File: config.mk
export PLATFORM = sky130hd
export DESIGN_NAME = bank_mode_ctrl
export DESIGN_NICKNAME = d
export VERILOG_FILES = /design/src/rtl/bank_mode_pkg.sv /design/src/rtl/bank_mode_ctl.sv /design/src/rtl/bank_mode_dp.sv /design/src/rtl/bank_mode_ctrl.sv
export SDC_FILE = /design/constraint.sdc
export NUM_CORES = 1
export LEC_CHECK = 0
export BUFFER_PORTS_ARGS = -buffer_cell sky130_fd_sc_hd__buf_4
export CORE_UTILIZATION = 44
export DETAILED_ROUTE_END_ITERATION = 6
export PLACE_DENSITY = 0.7
export SYNTH_ARGS = -nofsm -noshare
export SYNTH_HDL_FRONTEND = slang
export SYNTH_HIERARCHICAL = 1
export SYNTH_SLANG_ARGS = --single-unit
File: constraint.sdc
create_clock -name clk -period 2.7 [get_ports clk]
set_input_delay 0 -clock clk [delete_from_list [all_inputs] [get_ports clk]]
set_output_delay 0 -clock clk [all_outputs]
set_load 0.02 [all_outputs]
File: src/rtl/bank_mode_pkg.sv
package bank_mode_pkg;

  typedef enum logic [1:0] {
    MODE_READ = 2'd0,
    MODE_BUSY = 2'd1,
    MODE_OVL  = 2'd2
  } mode_e;

  typedef enum logic [2:0] {
    OP_NONE      = 3'd0,
    OP_START_CMD = 3'd1,
    OP_ENTER_OVL = 3'd2,
    OP_LEAVE_OVL = 3'd3,
    OP_CMD_DONE  = 3'd4,
    OP_RESET     = 3'd5,
    OP_PROG_OVL  = 3'd6,
    OP_SPARE     = 3'd7
  } op_e;

  // Strobes from the decision logic to the mode registers.
  typedef struct packed {
    logic goBusy;
    logic goOvl;
    logic goRead;
    logic clrAll;
    logic latchSector;
    logic setResume;
    logic flagErr;
  } strobe_t;

endpackage

File: src/rtl/bank_mode_ctl.sv
module bank_mode_ctl
  import bank_mode_pkg::*;
(
  input  logic       reqValid,
  input  logic [2:0] reqOp,
  input  logic       reqProtected,
  input  mode_e      tgtMode,
  input  logic       anyActive,
  input  logic       resumeOvl,
  output strobe_t    stb
);

  always_comb begin
    stb = '0;
    if (reqValid) begin
      unique case (op_e'(reqOp))
        OP_START_CMD: begin
          if (!anyActive) stb.goBusy = 1'b1;
          else            stb.flagErr = 1'b1;
        end
        OP_ENTER_OVL: begin
          if (!anyActive) begin
            stb.goOvl       = 1'b1;
            stb.latchSector = 1'b1;
          end else begin
            stb.flagErr = 1'b1;
          end
        end
        OP_LEAVE_OVL: begin
          if (tgtMode == MODE_OVL) stb.goRead = 1'b1;
          else                     stb.flagErr = 1'b1;
        end
        OP_CMD_DONE: begin
          if (tgtMode == MODE_BUSY) begin
            if (resumeOvl) stb.goOvl  = 1'b1;
            else           stb.goRead = 1'b1;
          end else begin
            stb.flagErr = 1'b1;
          end
        end
        OP_RESET: stb.clrAll = 1'b1;
        OP_PROG_OVL: begin
          if (tgtMode == MODE_OVL && !reqProtected) begin
            stb.goBusy    = 1'b1;
            stb.setResume = 1'b1;
          end else begin
            stb.flagErr = 1'b1;
          end
        end
        default: ;
      endcase
    end
  end

endmodule

File: src/rtl/bank_mode_dp.sv
module bank_mode_dp
  import bank_mode_pkg::*;
#(
  parameter int NUM_BANKS = 4,
  parameter int BANK_W    = $clog2(NUM_BANKS),
  parameter int SECT_W    = 3
) (
  input  logic                   clk,
  input  logic                   rstN,
  input  strobe_t                stb,
  input  logic [BANK_W-1:0]      reqBank,
  input  logic [SECT_W-1:0]      reqSector,
  input  logic                   rdValid,
  input  logic [BANK_W-1:0]      rdBank,
  input  logic [SECT_W-1:0]      rdSector,
  input  logic                   rdStatus,
  output mode_e                  tgtMode,
  output logic                   anyActive,
  output logic                   resumeOvl,
  output logic [2*NUM_BANKS-1:0] bankMode,
  output logic                   rdAllow,
  output logic                   rdStatusOnly,
  output logic                   rdOverlayHit,
  output logic                   reqErr
);

  localparam logic [BANK_W:0] BANK_LIMIT = (BANK_W+1)'(NUM_BANKS);

  mode_e               modeQ [NUM_BANKS];
  logic [NUM_BANKS-1:0] actVec;
  logic [SECT_W-1:0]   ovlSectorQ;
  logic                resumeQ;
  logic                errQ;
  mode_e               rdMode;

  always_ff @(posedge clk or negedge rstN) begin
    if (!rstN) begin
      for (int b = 0; b < NUM_BANKS; b++) modeQ[b] <= MODE_READ;
    end else begin
      for (int b = 0; b < NUM_BANKS; b++) begin
        if (stb.clrAll) begin
          modeQ[b] <= MODE_READ;
        end else if (reqBank == BANK_W'(b)) begin
          if (stb.goBusy)      modeQ[b] <= MODE_BUSY;
          else if (stb.goOvl)  modeQ[b] <= MODE_OVL;
          else if (stb.goRead) modeQ[b] <= MODE_READ;
        end
      end
    end
  end

  always_ff @(posedge clk or negedge rstN) begin
    if (!rstN) begin
      ovlSectorQ <= '0;
      resumeQ    <= 1'b0;
      errQ       <= 1'b0;
    end else begin
      errQ <= stb.flagErr;
      if (stb.latchSector) ovlSectorQ <= reqSector;
      if (stb.clrAll || stb.goRead || stb.goOvl) resumeQ <= 1'b0;
      else if (stb.setResume)                    resumeQ <= 1'b1;
    end
  end

  generate
    for (genvar i = 0; i < NUM_BANKS; i++) begin : g_bank
      assign actVec[i]         = (modeQ[i] != MODE_READ);
      assign bankMode[2*i +: 2] = modeQ[i];
    end
  endgenerate

  assign anyActive = |actVec;
  assign resumeOvl = resumeQ;
  assign reqErr    = errQ;
  assign tgtMode   = ({1'b0, reqBank} < BANK_LIMIT) ? modeQ[reqBank] : MODE_READ;
  assign rdMode    = ({1'b0, rdBank} < BANK_LIMIT) ? modeQ[rdBank] : MODE_READ;

  assign rdAllow      = rdValid && ((rdMode != MODE_BUSY) || rdStatus);
  assign rdStatusOnly = rdValid && (rdMode == MODE_BUSY);
  assign rdOverlayHit = rdValid && (rdMode == MODE_OVL) && (rdSector == ovlSectorQ);

endmodule

File: src/rtl/bank_mode_ctrl.sv
module bank_mode_ctrl
  import bank_mode_pkg::*;
#(
  parameter int NUM_BANKS = 4,
  parameter int BANK_W    = $clog2(NUM_BANKS),
  parameter int SECT_W    = 3
) (
  input  logic                   clk,
  input  logic                   rstN,
  input  logic                   reqValid,
  input  logic [2:0]             reqOp,
  input  logic [BANK_W-1:0]      reqBank,
  input  logic [SECT_W-1:0]      reqSector,
  input  logic                   reqProtected,
  input  logic                   rdValid,
  input  logic [BANK_W-1:0]      rdBank,
  input  logic [SECT_W-1:0]      rdSector,
  input  logic                   rdStatus,
  output logic [2*NUM_BANKS-1:0] bankMode,
  output logic                   rdAllow,
  output logic                   rdStatusOnly,
  output logic                   rdOverlayHit,
  output logic                   reqErr
);

  strobe_t stb;
  mode_e   tgtMode;
  logic    anyActive;
  logic    resumeOvl;

  bank_mode_ctl i_ctl (
    .reqValid    (reqValid),
    .reqOp       (reqOp),
    .reqProtected(reqProtected),
    .tgtMode     (tgtMode),
    .anyActive   (anyActive),
    .resumeOvl   (resumeOvl),
    .stb         (stb)
  );

  bank_mode_dp #(
    .NUM_BANKS(NUM_BANKS),
    .BANK_W   (BANK_W),
    .SECT_W   (SECT_W)
  ) i_dp (
    .clk         (clk),
    .rstN        (rstN),
    .stb         (stb),
    .reqBank     (reqBank),
    .reqSector   (reqSector),
    .rdValid     (rdValid),
    .rdBank      (rdBank),
    .rdSector    (rdSector),
    .rdStatus    (rdStatus),
    .tgtMode     (tgtMode),
    .anyActive   (anyActive),
    .resumeOvl   (resumeOvl),
    .bankMode    (bankMode),
    .rdAllow     (rdAllow),
    .rdStatusOnly(rdStatusOnly),
    .rdOverlayHit(rdOverlayHit),
    .reqErr      (reqErr)
  );

endmodule

* Word-level counts from Yosys, hierarchy flattened
Index checks and enable logic that the tools add are counted.
W data, S select, Z words.
** Storage, ports and cells
- Register bits :: 13
- Logic and storage cells :: 89
- Output and inout port bits :: 12
** Cells by class
- Bitwise gates (word level) :: 2
- Reduce and logical (&&, ||, !) cells :: 26
- Mux-type cells :: 37
- $lt $le $gt $ge :: 2
- Equality and inequality tests :: 15
** Operators with widths (number)
- $mux W2 :: 16
- $reduce_bool A2 Y1 :: 9
- $mux W1 :: 14
- $eq A3 B3 Y1 const B :: 3
- $bmux W2 S2 :: 2
- $eq A2 B2 Y1 const B :: 4
- $reduce_and A2 Y1 :: 4
- $mux W7 :: 1
- $eq A2 B1 Y1 const B :: 3
- $eq A3 B2 Y1 const B :: 2
- $ge A3 B3 Y1 const B :: 2
- $not A2 Y3 :: 2
- $pmux W1 S2 :: 3
- $logic_and A1 B1 Y1 :: 5
- $pmux W1 S4 :: 1
- $reduce_bool A4 Y1 :: 1
- $reduce_or A4 Y1 :: 1
- $eq A3 B1 Y1 const B :: 1
- $eq A3 B3 Y1 :: 1
- $logic_or A1 B1 Y1 :: 3
- $logic_not A2 Y1 :: 1
- $ne A2 B1 Y1 const B :: 1
- $reduce_or A2 Y1 :: 1
- $logic_not A1 Y1 :: 1

* Depth between registers and ports, before layout
- Depth after elaboration :: 14
- Mapped depth :: 8
- Mapped depth without buffers :: 8

* By module
The synthesis kept the hierarchy.
** Modules (own cells, without submodules)
- bank_mode_dp :: cells each 67, area an instance 780.7 sq um, instances 1, sequential area each 325.3 sq um
- bank_mode_ctl :: cells each 23, area an instance 168.9 sq um, instances 1, sequential area each 0.0 sq um

* Worst setup path before layout
OpenSTA, ideal clock, no wires.
- Path kind :: register -> register
- Start :: reg i_dp.modeQ (netlist bit i_dp/bankMode[7])
- End :: reg i_dp.modeQ (netlist bit i_dp/bankMode[5])
- Path buffers :: 0
- Path slack :: 0.112 ns
- Clock period less this slack :: 2.588 ns
- Arrival :: 2.461 ns
- Stages on the path, launching flop included :: 8
- Setup time :: 0.128 ns
- Path through :: dfrtp_1 mux4_2 and4bb_1 a31oi_1 nor2b_1 or4_4 o21ai_2 mux2_1
** RTL lines
- from (decl) :: line bank_mode_dp.sv:29 : mode_e modeQ [NUM_BANKS];
- from (signal, indexed assignment) :: line bank_mode_dp.sv:42 : modeQ[b] <= MODE_READ;
- from (signal, indexed assignment) :: line bank_mode_dp.sv:44 : if (stb.goBusy) modeQ[b] <= MODE_BUSY;
- from (signal, indexed assignment) :: line bank_mode_dp.sv:45 : else if (stb.goOvl) modeQ[b] <= MODE_OVL;

==> metrics.md <==
| Metric | Value |
|---|---|
| Num rows | `16` |
| Post-Route WL | `2.450 mm` |
| Final nets | `154` |
| Top delay family on crit path | `simple AND/OR/NAND/NOR gates` |
| Part of the power in registers | `0.457` |
| P&R area growth vs syn | `39.00%` |
| Share of post-route cells with drive strength above 1 | `0.4328` |
| Type of origin of the critical path | `flip-flop` |
| Mapped Cells | `90` |
| Number of synthesized register bits | `13` |
| Period utilization | `0.9671` |
| Routed length per instance | `15.22 um` |
| Met1 wire length | `roughly 1.2 mm` |
| Internal | `335.5 uW` |
| Post-cts sizing count | `0` |
| I/O Pins | `31` |
| Setup repair after global routing missed its margin | `no` |
| Num CTS Buffers | `3` |
| P_sw | `about 130 uW` |
| CP Max Fanout | `5` |
| Clk slew on worst S/H paths | `0.08 ns` |
| Max IR drop VDD | `0.2640 mV` |
| Worst path cell trace | `mux4_2 -> and4bb_1 -> a31oi_1 -> nor2b_1 -> or4_4 -> o21ai_2 -> mux2_1` |
| CP peak stage delay | `0.57 ns` |
| Sequential share of the synthesized area | `0.3426` |
| Area of the core | `0.002002 mm2` |
| PD cells | `356.0 mW/mm2` |
| First-pass GRT wire length | `4.071 mm` |
| Crit path kind | `flip-flop to flip-flop` |
| Gpl congestion | `0.8737` |
| Top Metal Used | `met4` |
| Die area | `0.002348 mm2` |
| Fmax | `approximately 380 MHz` |
| Hold Fails Final Rpt | `0` |
| Tot GR Track Use | `0.2257` |
| Multi-input logic area | `598.1 um2` |
| Largest family of logic cells by synthesized area | `simple AND/OR/NAND/NOR gates` |
| Drt first pass iters | `4` |
| Min Tclk post-route | `2.611 ns` |
| Max-cap violations | `0` |
| Yosys warns | `6` |
| Pre-CTS setup slack | `0.09024 ns` |
| Initial Util | `0.4744` |
| Number of flops mapped to enable cells by yosys | `0` |
| Antenna Cells | `0` |
| Slew HR | `0.6960` |
| Clock Latency Late Sink | `0.28 ns` |
| Final worst slack | `0.08871 ns` |
| Final Skew | `0.001193 ns` |
| Synth async-reset ratio | `1.000` |
| Mean area per synthesized cell | `10.55 um2` |
| Crit end category | `flip-flop` |
| Outcome | `complete, no violations` |
| H-tree Lvls | `1` |
| Crit path max-delay cell type | `or4_4` |
| Syn nets | `109` |
| Clk root buf | `clkbuf_4` |
| Vias in the first global route | `882` |
| Clock buffer depth | `2` |
| I/O Buffers | `30` |
| Setup Viol. Count Final | `0` |
| Mapped cell area | `949.7 um2` |
| Hold/Removal Path Class | `primary input to flip-flop` |
| Grt ovf | `0` |
| Largest net degree at the start of global routing | `14` |
| Cell variety after synth | `35` |
| Comb pwr share | `0.280` |
| Area fraction in compound gates after synthesis | `0.09486` |
| DIE HEIGHT | `48.46 um` |
| CTS Sinks | `13` |
| Storage element area | `325.3 um2` |
| Drc violations | `0` |
| Worst-Margin Slew | `0.4549 ns` |
| Met3 routed WL | `106 um` |
| Switching share of power | `0.2862` |
| Routed met2 length | `1.152 mm` |
| Via-to-Cell Ratio | `5.565` |
| Leakage | `0.6269 nW` |
| Post-synthesis simple-gate area fraction | `0.2767` |
| Clock share of power | `0.263` |
| Arr. time, crit path | `2.78 ns` |
| Dpl hpwl | `around 1.9 mm` |
| Post-synthesis xor/xnor area fraction | `0.02767` |
| Die X | `slightly below 50 um` |
| CTS tree | `built` |
| Area share of fa/ha/maj cells after synthesis | `0.01054` |
| Antenna violations before repair | `0` |
| Fin Setup TNS | `0 ns` |
| WP data required | `around 2.9 ns` |
| Filler cell count | `171` |
| Top FF cell, synth | `dfrtp_1` |
| CP Buf/Inv Count | `0` |
| Max Slew Vio Count | `0` |
| Post-DRT Antenna Nets | `0` |
| Portion of netlist area occupied by mux cells | `0.2200` |
| Via count | `896` |
| DRT iter0 DRCs | `19` |
[worst paths after layout]
check / from / to / slack (ns) / depth (start not counted)
setup / recovery: i_dp/bankMode[3] / i_dp/bankMode[5] / 0.09 / 7
hold / removal: reqBank[0] / i_dp/bankMode[6] / 0.03 / 3
setup reg to reg: i_dp/bankMode[3] / i_dp/bankMode[5] / 0.09 / 7
hold reg to reg: i_dp/ovlSectorQ[2] / i_dp/ovlSectorQ[2] / 0.54 / 1
max in group asynchronous: rstN / i_dp/bankMode[7] / 2.43 / 2
min in group asynchronous: rstN / i_dp/resumeOvl / 0.10 / 2
[per-stage QoR]
stage / instance area, um2 / utilization / hold WS, ns / total power [mW] / cells
6_report: 1320 / 0.6594 / 0.03277 / 0.4700 / 161
5_1_grt: 1320 / 0.6594 / 0.02552 / 0.4998 / 161
4_1_cts: 1313 / 0.6556 / 0.01615 / 0.4765 / 160
3_5_place_dp: 1246 / 0.6225 / -0.1380 / 0.3447 / 152
3_3_place_gp: 1246 / 0.6225 / -0.1429 / 0.3422 / 152
2_1_floorplan: 949.7 / - / -0.2956 / 0.2858 / 90
[per-layer routing]
metal  track usage  vias to the layer above
li1              -                      434
met1        0.3036                      435
met2        0.3803                       25
met3       0.03459                        2
met4       0.05882                        0
met5             0                        -
[logic make-up (layout without fill, tap and decap cells)]
logic type      Yosys count  in the layout
mux                      17             17
buf+inv                   5             49
flops                    13             13
compound gates           12             12
simple gates             39             39
fa+ha+maj                 1              1
xor+xnor                  3              3
[cell usage in the layout, fill, tap and decap left out, drive strengths merged, types with 3 or more instances in the layout]
cell type | netlist | layout
buf | 1 | 38
dlygate4sd3 | 0 | 4
clkbuf | 1 | 4
nor4 | 4 | 4
mux2i | 4 | 4
o21ai | 5 | 5
nand2 | 6 | 6
mux2 | 11 | 11
a21oi | 3 | 3
and3 | 3 | 3
xnor2 | 3 | 3
inv | 3 | 3
dfrtp | 13 | 13
nor2 | 6 | 6
nand4 | 3 | 3
nor3b | 4 | 4
[power by group through the flow]
stage,Clock (mW),Combinational [mW],Sequential (mW)
final,0.124,0.132,0.215
after global placement,0,0.124,0.218
after floorplan,0,0.0606,0.225
after CTS,0.131,0.131,0.215
after global routing,0.141,0.142,0.217
after detailed placement,0,0.126,0.219
[area by class of cell]
type | instances | area share
Multi-Input combinational cell | 72 | 0.4531
Sequential cell | 13 | 0.2464
Timing Repair Buffer | 42 | 0.2464
Tap cell | 27 | 0.02559
Clock buffer | 4 | 0.01991
Inverter | 3 | 0.008531
[tightest hold or removal path, delay by kind of cell]
family	cells	cell delay (ns)
simple gates	2	0.14
buf+inv	1	0.14
[cell usage after synthesis, drive strengths merged (2+ instances only)]
master | n | area [um2]
a21oi | 3 | 15.01
inv | 3 | 11.26
dfrtp | 13 | 325.3
xnor2 | 3 | 26.28
nand4 | 3 | 18.77
and3 | 3 | 18.77
nor4 | 4 | 40.04
nor3 | 2 | 10.01
nor2 | 6 | 22.52
and4bb | 2 | 25.02
mux2i | 4 | 40.04
nor3b | 4 | 35.03
o21ai | 5 | 32.53
nand4b | 2 | 17.52
nand2 | 6 | 22.52
mux2 | 11 | 123.9
mux4 | 2 | 45.04
[state kept, by name, indices dropped and copies added, names as in the netlist]
| register | flops |
|---|---|
| i_dp/bankMode | 8 |
| i_dp/ovlSectorQ | 3 |
| i_dp/reqErr | 1 |
| i_dp/resumeOvl | 1 |
[what timing repair did]
| action | CTS | global route |
|---|---|---|
| hold buffers | 4 | 0 |
| setup endpoints to repair | 0 | 2 |
| setup buffers | 0 | 1 |
| hold endpoints to repair | 16 | 0 |
(Power assumes the default switching activity.)
